===== config.mk =====
export PLATFORM = sky130hd
export DESIGN_NAME = clkdiv_top
export DESIGN_NICKNAME = d
export VERILOG_FILES = /design/src/rtl/clkdiv_pkg.sv /design/src/rtl/clkdiv_regs.sv /design/src/rtl/clkdiv_chan.sv /design/src/rtl/clkdiv_top.sv
export SDC_FILE = /design/constraint.sdc
export NUM_CORES = 1
export LEC_CHECK = 0
export ABC_AREA = 1
export BUFFER_PORTS_ARGS = -buffer_cell sky130_fd_sc_hd__buf_2
export CORE_AREA = 4 4 120 122
export DETAILED_ROUTE_END_ITERATION = 6
export DIE_AREA = 0 0 124 126
export PLACE_DENSITY = 0.71
export SLEW_MARGIN = 20
export SYNTH_ARGS = -nofsm -noshare
export SYNTH_HDL_FRONTEND = slang
export SYNTH_HIERARCHICAL = 1
export SYNTH_SLANG_ARGS = --single-unit

===== constraint.sdc =====
create_clock -name clk -period 5 [get_ports clk]
set_clock_uncertainty 0.05 [all_clocks]
set_input_delay 1 -clock clk [delete_from_list [all_inputs] [get_ports clk]]
set_output_delay 1 -clock clk [all_outputs]
set_load 0.005 [all_outputs]

===== src/rtl/clkdiv_pkg.sv =====
package clkdiv_pkg;

   localparam int SRC_N   = 3;
   localparam int CODE_W  = 2;
   localparam int RATIO_W = 5;

   typedef logic [CODE_W-1:0]  sel_code_t;
   typedef logic [RATIO_W-1:0] ratio_t;

   localparam sel_code_t CODE_OFF = 2'd3;

   function automatic logic code_is_source(sel_code_t c);
      return c != CODE_OFF;
   endfunction

endpackage


===== src/rtl/clkdiv_regs.sv =====
module clkdiv_regs
   import clkdiv_pkg::*;
#(
   parameter int                NCH       = 4,
   parameter int                SEL_START = 28,
   parameter int                STAT_BIT0 = 4,
   parameter int                ADDR_W    = 12,
   parameter logic [ADDR_W-1:0] SEL_ADDR0 = 12'h000,
   parameter logic [ADDR_W-1:0] SEL_ADDR1 = 12'h004,
   parameter logic [ADDR_W-1:0] CMD_ADDR  = 12'h008,
   parameter logic [ADDR_W-1:0] STAT_BASE = 12'h010,
   parameter logic [ADDR_W-1:0] DIV_BASE0 = 12'h100,
   parameter logic [ADDR_W-1:0] DIV_BASE1 = 12'h200,
   parameter logic [ADDR_W-1:0] DIV_BASE2 = 12'h300
) (
   input  logic              clk,
   input  logic              rst_n,
   input  logic              wr_en,
   input  logic [ADDR_W-1:0] addr,
   input  logic [31:0]       wr_data,
   input  logic [NCH-1:0]    run_vec,
   output logic [31:0]       rd_data,
   output sel_code_t         sel_q    [NCH],
   output ratio_t            ch_ratio [NCH][SRC_N],
   output logic [NCH-1:0]    restart_vec
);

   localparam int CH_FIELD_LO = 8;
   localparam int CH_FIELD_W  = 4;
   localparam int OFF_BIT     = 2;

   function automatic logic [ADDR_W-1:0] div_addr(int s, int n);
      logic [ADDR_W-1:0] base;
      case (s)
         0:       base = DIV_BASE0;
         1:       base = DIV_BASE1;
         default: base = DIV_BASE2;
      endcase
      return base + ADDR_W'(4 * n);
   endfunction

   // command decode
   logic                  cmd_hit;
   logic                  cmd_ok;
   logic [CH_FIELD_W-1:0] cmd_ch;
   sel_code_t             cmd_code;
   logic                  unused_wdata;

   assign cmd_hit  = wr_en && (addr == CMD_ADDR);
   assign cmd_ch   = wr_data[CH_FIELD_LO +: CH_FIELD_W];
   assign cmd_code = wr_data[OFF_BIT] ? CODE_OFF : wr_data[CODE_W-1:0];
   assign cmd_ok   = cmd_hit && (32'(cmd_ch) < NCH) &&
                     (wr_data[OFF_BIT] || code_is_source(wr_data[CODE_W-1:0]));
   assign unused_wdata = ^{wr_data[31:CH_FIELD_LO+CH_FIELD_W],
                           wr_data[CH_FIELD_LO-1:OFF_BIT+1]};

   // divider word decode
   logic div_hit [SRC_N][NCH];

   for (genvar s = 0; s < SRC_N; s++) begin : g_div_src
      for (genvar n = 0; n < NCH; n++) begin : g_div_ch
         assign div_hit[s][n] = wr_en && (addr == div_addr(s, n));
      end
   end

   // state
   always_ff @(posedge clk or negedge rst_n) begin
      if (!rst_n) begin
         for (int n = 0; n < NCH; n++) begin
            sel_q[n] <= CODE_OFF;
            for (int s = 0; s < SRC_N; s++) ch_ratio[n][s] <= '0;
         end
      end else begin
         for (int n = 0; n < NCH; n++) begin
            if (cmd_ok && (cmd_ch == CH_FIELD_W'(n))) sel_q[n] <= cmd_code;
            for (int s = 0; s < SRC_N; s++)
               if (div_hit[s][n]) ch_ratio[n][s] <= wr_data[RATIO_W-1:0];
         end
      end
   end

   // restart requests toward the channels
   always_comb begin
      for (int n = 0; n < NCH; n++) begin
         restart_vec[n] = cmd_ok && (cmd_ch == CH_FIELD_W'(n));
         for (int s = 0; s < SRC_N; s++)
            if (div_hit[s][n] && (sel_q[n] == CODE_W'(s))) restart_vec[n] = 1'b1;
      end
   end

   // read path
   logic [31:0] sel_w0, sel_w1;
   logic [31:0] stat_w [SRC_N];
   logic [5:0]  fpos;

   always_comb begin
      sel_w0 = '0;
      sel_w1 = '0;
      fpos   = '0;
      for (int n = 0; n < NCH; n++) begin
         fpos = 6'(SEL_START + 2 * n);
         if (!fpos[5]) sel_w0[fpos[4:0] +: CODE_W] = sel_q[n];
         else          sel_w1[fpos[4:0] +: CODE_W] = sel_q[n];
      end
   end

   always_comb begin
      for (int s = 0; s < SRC_N; s++) begin
         stat_w[s] = '0;
         for (int n = 0; n < NCH; n++)
            stat_w[s][5'(STAT_BIT0 + n)] = run_vec[n] && (sel_q[n] == CODE_W'(s));
      end
   end

   always_comb begin
      rd_data = '0;
      if (addr == SEL_ADDR0) rd_data = sel_w0;
      if (addr == SEL_ADDR1) rd_data = sel_w1;
      for (int s = 0; s < SRC_N; s++) begin
         if (addr == STAT_BASE + ADDR_W'(4 * s)) rd_data = stat_w[s];
         for (int n = 0; n < NCH; n++)
            if (addr == div_addr(s, n)) rd_data = 32'(ch_ratio[n][s]);
      end
   end

endmodule


===== src/rtl/clkdiv_chan.sv =====
module clkdiv_chan
   import clkdiv_pkg::*;
(
   input  logic             clk,
   input  logic             rst_n,
   input  logic [SRC_N-1:0] src_tick,
   input  sel_code_t        sel_code,
   input  ratio_t           ratio [SRC_N],
   input  logic             restart,
   output logic             ch_en,
   output logic             running
);

   logic   tick;
   ratio_t limit;
   ratio_t cnt_q;

   // source and ratio follow the select code together
   always_comb begin
      tick  = 1'b0;
      limit = '0;
      case (sel_code)
         2'd0:    begin tick = src_tick[0]; limit = ratio[0]; end
         2'd1:    begin tick = src_tick[1]; limit = ratio[1]; end
         2'd2:    begin tick = src_tick[2]; limit = ratio[2]; end
         default: begin tick = 1'b0;        limit = '0;       end
      endcase
   end

   always_ff @(posedge clk or negedge rst_n) begin
      if (!rst_n) begin
         cnt_q   <= '0;
         ch_en   <= 1'b0;
         running <= 1'b0;
      end else begin
         ch_en <= 1'b0;
         if (restart) begin
            cnt_q   <= '0;
            running <= 1'b0;
         end else if (tick) begin
            if (cnt_q == limit) begin
               cnt_q   <= '0;
               ch_en   <= 1'b1;
               running <= 1'b1;
            end else begin
               cnt_q <= cnt_q + 1'b1;
            end
         end
      end
   end

endmodule


===== src/rtl/clkdiv_top.sv =====
module clkdiv_top
   import clkdiv_pkg::*;
#(
   parameter int                NCH       = 4,
   parameter int                SEL_START = 28,
   parameter int                STAT_BIT0 = 4,
   parameter int                ADDR_W    = 12,
   parameter logic [ADDR_W-1:0] SEL_ADDR0 = 12'h000,
   parameter logic [ADDR_W-1:0] SEL_ADDR1 = 12'h004,
   parameter logic [ADDR_W-1:0] CMD_ADDR  = 12'h008,
   parameter logic [ADDR_W-1:0] STAT_BASE = 12'h010,
   parameter logic [ADDR_W-1:0] DIV_BASE0 = 12'h100,
   parameter logic [ADDR_W-1:0] DIV_BASE1 = 12'h200,
   parameter logic [ADDR_W-1:0] DIV_BASE2 = 12'h300
) (
   input  logic              clk,
   input  logic              rst_n,
   input  logic [2:0]        src_tick,
   input  logic              wr_en,
   input  logic [ADDR_W-1:0] addr,
   input  logic [31:0]       wr_data,
   output logic [31:0]       rd_data,
   output logic [NCH-1:0]    ch_en
);

   localparam int SEL_END = SEL_START + CODE_W * NCH;
   localparam int DIV_SPAN = 4 * NCH;

   // elaboration-time parameter checks
   if (NCH < 1 || NCH > 16) begin : g_bad_nch
      $error("clkdiv_top: NCH must lie in 1..16");
   end
   if ((SEL_START % 2) != 0 || SEL_END > 64) begin : g_bad_sel
      $error("clkdiv_top: select fields must be even-aligned and fit two words");
   end
   if (STAT_BIT0 + NCH > 32) begin : g_bad_stat
      $error("clkdiv_top: status bits exceed one word");
   end
   if (int'(DIV_BASE1) - int'(DIV_BASE0) < DIV_SPAN ||
       int'(DIV_BASE2) - int'(DIV_BASE1) < DIV_SPAN) begin : g_bad_div
      $error("clkdiv_top: divider banks overlap");
   end

   sel_code_t          sel_q    [NCH];
   ratio_t             ch_ratio [NCH][SRC_N];
   logic [NCH-1:0]     restart_vec;
   logic [NCH-1:0]     run_vec;
   logic [2*NCH-1:0]   sel_flat;

   clkdiv_regs #(
      .NCH(NCH), .SEL_START(SEL_START), .STAT_BIT0(STAT_BIT0), .ADDR_W(ADDR_W),
      .SEL_ADDR0(SEL_ADDR0), .SEL_ADDR1(SEL_ADDR1), .CMD_ADDR(CMD_ADDR),
      .STAT_BASE(STAT_BASE), .DIV_BASE0(DIV_BASE0), .DIV_BASE1(DIV_BASE1),
      .DIV_BASE2(DIV_BASE2)
   ) u_regs (
      .clk        (clk),
      .rst_n      (rst_n),
      .wr_en      (wr_en),
      .addr       (addr),
      .wr_data    (wr_data),
      .run_vec    (run_vec),
      .rd_data    (rd_data),
      .sel_q      (sel_q),
      .ch_ratio   (ch_ratio),
      .restart_vec(restart_vec)
   );

   for (genvar n = 0; n < NCH; n++) begin : g_chan
      clkdiv_chan u_chan (
         .clk     (clk),
         .rst_n   (rst_n),
         .src_tick(src_tick),
         .sel_code(sel_q[n]),
         .ratio   (ch_ratio[n]),
         .restart (restart_vec[n]),
         .ch_en   (ch_en[n]),
         .running (run_vec[n])
      );
      assign sel_flat[CODE_W*n +: CODE_W] = sel_q[n];
   end

endmodule


==> impl_metrics.py <==
metrics = {
    "synth": {
        "synthesis.area_mm2": 0.00657,
        "synth_seq_area_share_pct": 36.7,
        "synth_edf_count": 0,
        "synthTopCellsByArea": "sky130_fd_sc_hd__dfrtp_1 34%, sky130_fd_sc_hd__nand2_1 13%, sky130_fd_sc_hd__inv_1 6.6%",
        "synth-main-ff-cell": "sky130_fd_sc_hd__dfrtp_1",
        "synth_top_area_cell": "sky130_fd_sc_hd__dfrtp_1",
        "synth_warnings": 6,
        "postSynthCellCount": 883,
        "synth_area_per_cell_um2": 7.44,
        "yosysTopAreaCellShare_pct": 33.5,
        "asyncSetResetFlopFracSynth_pct": 100,
        "synth_seq_cells": 96,
        "yosysUniqueCellTypes": 43,
    },
    "timing": {
        "final_hold_vios": 0,
        "fin_crit_sh_pct": 80.9,
        "rsz0062_at_grt": "false",
        "setup_tns_ns": 0,
        "slew_headroom_pct": 43.6,
        "minimum_clock_period_ns": 4.04,
        "setup_ws_post_layout_ns": 0.956,
        "clock.fmax_mhz": 247,
        "transition_time_of_the_tightest_slew_check_pin_ns": 0.838,
        "timing.final.max_slew_violations": 0,
        "worst_hold_slack_ns": 0.467,
        "setup-violations-final": 0,
    },
    "clock_tree": {
        "cts.repair_timing.setup_buffer_count": 0,
        "cts-resized-gates": 0,
        "h-tree-depth": 3,
        "cts.reportedPaths.clkPinSlew_ns": 0.06,
        "hold_buffers": 0,
        "cts_made_buffers": 9,
        "worst_skew_pair.late_latency_ns": 0.36,
        "cts-root-buf": "sky130_fd_sc_hd__clkbuf_16",
        "cts.sinks": 96,
        "clock_tree_from_tritoncts": "done",
        "cts-root-to-sink-buffers": 2,
    },
    "place": {
        "numPlacedInstances": 1092,
        "final_replace_weighted_congestion": 0.988,
        "dp_hpwl_um": 13800,
        "worst_slack_placed_ns": 1.08,
        "postPlaceCellArea_mm2": 0.00689,
        "io_buffers": 42,
    },
    "detailed_routing": {
        "totalWireLength_um": 18100,
        "initialDrtViolationCount": 536,
        "drt.antenna.violating_nets": 0,
        "detail_route.first_pass.iterations": 5,
        "drcViolationCount": 0,
        "wl_per_cell_um": 16.3,
        "average_vias_per_placed_instance": 5.39,
        "route.vias.total": 5972,
    },
    "global_routing": {
        "antenna_found_initial": 0,
        "grt_use_total_pct": 24.3,
        "wire_length_of_the_first_global_routing_pass_um": 29200,
        "first_global_vias": 5610,
        "grt_remaining_overflow": 0,
        "grt_start_max_net_pins": 55,
    },
    "setup_path": {
        "required_ns": 3.95,
        "worst-path-stages": 11,
        "critical_path.top_delay_family": "simple AND/OR/NAND/NOR gates",
        "peak_fanout_along_the_critical_path": 3,
        "crit_type": "input pin to output port",
        "cp_cell_sequence": "buf_2 > inv_1 > nor2_1 > nand2_1 > nor2_2 > inv_1 > nor2_1 > nor4_1 > nand2_1 > nor3_1 > buf_2",
        "worst-r2r-cell-count": 7,
        "kind_of_capture_point_of_the_worst_setup_path": "output port",
        "maximum_single_stage_delay_on_the_critical_path_ns": 0.75,
        "cp_num_buf_inv": 4,
        "critical_path.startpoint_type": "input pin",
        "cp_data_arrival_time_ns": 2.99,
        "crit_slowest_cell": "sky130_fd_sc_hd__nor4_1",
    },
    "floorplanning": {
        "floorplan.die.height_um": 126,
        "floorplan.core_area_mm2": 0.0132,
        "num_rows": 42,
        "start_util_pct": 49.8,
        "die-width_um": 124,
        "dieArea_mm2": 0.0156,
        "floorplan.io_pins": 86,
    },
    "power": {
        "leakage_nw": 3.68,
        "finalPower_mw": 2.11,
        "peakVddDrop_uv": 241,
        "power.density_mw_per_mm2": 292,
    },
    "job": {
        "max-cap-violations": 0,
    },
    "finish": {
        "final_layout_net_count": 981,
        "utilization_pct": 54.8,
        "post_layout_nonfiller_instances": 1108,
        "n_antenna_cell": 0,
        "final_area_mm2": 0.00723,
        "area_delta_synth_final_pct": 10.0,
        "layout-drive-gt1-share_pct": 21.7,
    },
    "run_status": {
        "outcome": "finished, final reports clean",
    },
    "hold_path": {
        "holdCritPathClass": "flip-flop to flip-flop",
        "whs_path_depth": 2,
    },
}
==> flip-flops by register name (all words and copies together) (netlist names) <==
register               flops
g_chan.u_chan/ch_en        4
g_chan.u_chan/cnt_q       20
g_chan.u_chan/running      4
u_regs/ch_ratio           60
u_regs/sel_q               8
==> final timing paths <==
path | slack [ns] | to | start
worst max-delay path | 0.96 | rd_data[5] | addr[3]
worst min-delay path | 0.47 | u_regs/ch_ratio[15] | u_regs/ch_ratio[15]
worst max register to register | 2.95 | g_chan[2].u_chan/cnt_q[3] | u_regs/sel_q[3]
worst min register to register | 0.47 | u_regs/ch_ratio[15] | u_regs/ch_ratio[15]
max in group asynchronous | 3.25 | g_chan[1].u_chan/cnt_q[3] | rst_n
min in group asynchronous | 0.62 | g_chan[2].u_chan/cnt_q[0] | rst_n
==> area by class of cell <==
cell class / instances / area [um2]
Fill cell: 1239 / 5960
Inverter: 139 / 524
Timing Repair Buffer: 43 / 220
Clock inverter: 5 / 106
Tap cell: 176 / 220
Clock buffer: 11 / 233
Multi-Input combinational cell: 638 / 3510
Sequential cell: 96 / 2410
==> synthesized netlist by cell type, types with 2 or more instances <==
cell type                   instances
sky130_fd_sc_hd__o21ai_1           12
sky130_fd_sc_hd__nor2_4            13
sky130_fd_sc_hd__nand3_2            9
sky130_fd_sc_hd__a31oi_1            3
sky130_fd_sc_hd__nand3_1           79
sky130_fd_sc_hd__o2111ai_1          2
sky130_fd_sc_hd__nor2_1            41
sky130_fd_sc_hd__o22ai_1            3
sky130_fd_sc_hd__nor2_2            26
sky130_fd_sc_hd__mux2_2            22
sky130_fd_sc_hd__dfstp_2            8
sky130_fd_sc_hd__clkbuf_1           5
sky130_fd_sc_hd__nand2_2           26
sky130_fd_sc_hd__o21bai_1           4
sky130_fd_sc_hd__xor2_1            12
sky130_fd_sc_hd__inv_2             21
sky130_fd_sc_hd__nor3_1             9
sky130_fd_sc_hd__ha_1               4
sky130_fd_sc_hd__buf_4             21
sky130_fd_sc_hd__a21oi_1           21
sky130_fd_sc_hd__buf_2              3
sky130_fd_sc_hd__nand4_2            4
sky130_fd_sc_hd__nand2_4            5
sky130_fd_sc_hd__o21ai_0           39
sky130_fd_sc_hd__a21oi_2            4
sky130_fd_sc_hd__o21a_1            12
sky130_fd_sc_hd__nor2_8             3
sky130_fd_sc_hd__nand4_1           36
sky130_fd_sc_hd__dfrtp_1           88
sky130_fd_sc_hd__nand2_1          219
sky130_fd_sc_hd__inv_1            116
sky130_fd_sc_hd__nor4_1             2
==> kinds of logic (layout without fill, tap and decap cells) <==
group	after synthesis	count (layout)	synth area share [%]
AO/OA/AOI/OAI	104	104	9.18
XOR/XNOR	12	12	1.60
adder cells (fa/ha/maj)	4	4	0.762
buffers and inverters	168	198	10.9
flip-flops	96	96	36.7
multiplexers	22	22	3.77
other	1	20	0.0571
AND/OR/NAND/NOR	476	476	37.0
==> where the power goes <==
part | total (mW) | leakage [nW] | internal (mW) | switching (mW)
Clock | 0.792 | 0.160 | 0.490 | 0.303
Sequential | 0.946 | 1.13 | 0.853 | 0.0935
Combinational | 0.371 | 2.39 | 0.148 | 0.223
==> worst register-to-register path: stages, from the launching register on <==
cell                        delay [ns]
sky130_fd_sc_hd__dfstp_2          0.70
sky130_fd_sc_hd__nand2_1          0.13
sky130_fd_sc_hd__o2111ai_1        0.40
sky130_fd_sc_hd__inv_1            0.16
sky130_fd_sc_hd__nand4_2          0.17
sky130_fd_sc_hd__nand4_1          0.11
sky130_fd_sc_hd__xor2_1           0.15
sky130_fd_sc_hd__nor2_1           0.11
==> per-layer routing <==
layer	vias to the layer above	GRT usage (%)	part of all wire [%]
met5	-	0	0
met3	44	4.84	6.1
met4	0	8.38	3.0
met1	2812	33.0	43
li1	2914	-	-
met2	202	38.7	47
==> placed cells by master, fill, tap and decap left out, types with 2 or more instances in the layout <==
cell and instances:
sky130_fd_sc_hd__a21oi_1 21, sky130_fd_sc_hd__a21oi_2 4, sky130_fd_sc_hd__a31oi_1 3, sky130_fd_sc_hd__buf_2 41
sky130_fd_sc_hd__buf_4 2, sky130_fd_sc_hd__bufinv_16 3, sky130_fd_sc_hd__clkbuf_1 2, sky130_fd_sc_hd__clkbuf_16 9
sky130_fd_sc_hd__conb_1 20, sky130_fd_sc_hd__dfrtp_1 88, sky130_fd_sc_hd__dfstp_2 8, sky130_fd_sc_hd__ha_1 4
sky130_fd_sc_hd__inv_1 116, sky130_fd_sc_hd__inv_2 21, sky130_fd_sc_hd__mux2_2 22, sky130_fd_sc_hd__nand2_1 219
sky130_fd_sc_hd__nand2_2 26, sky130_fd_sc_hd__nand2_4 5, sky130_fd_sc_hd__nand3_1 79, sky130_fd_sc_hd__nand3_2 9
sky130_fd_sc_hd__nand4_1 36, sky130_fd_sc_hd__nand4_2 4, sky130_fd_sc_hd__nor2_1 41, sky130_fd_sc_hd__nor2_2 26
sky130_fd_sc_hd__nor2_4 13, sky130_fd_sc_hd__nor2_8 3, sky130_fd_sc_hd__nor3_1 9, sky130_fd_sc_hd__nor4_1 2
sky130_fd_sc_hd__o2111ai_1 2, sky130_fd_sc_hd__o21a_1 12, sky130_fd_sc_hd__o21ai_0 39, sky130_fd_sc_hd__o21ai_1 12
sky130_fd_sc_hd__o21bai_1 4, sky130_fd_sc_hd__o22ai_1 3, sky130_fd_sc_hd__xor2_1 12
Note: power is estimated with default switching activity, not from simulation.
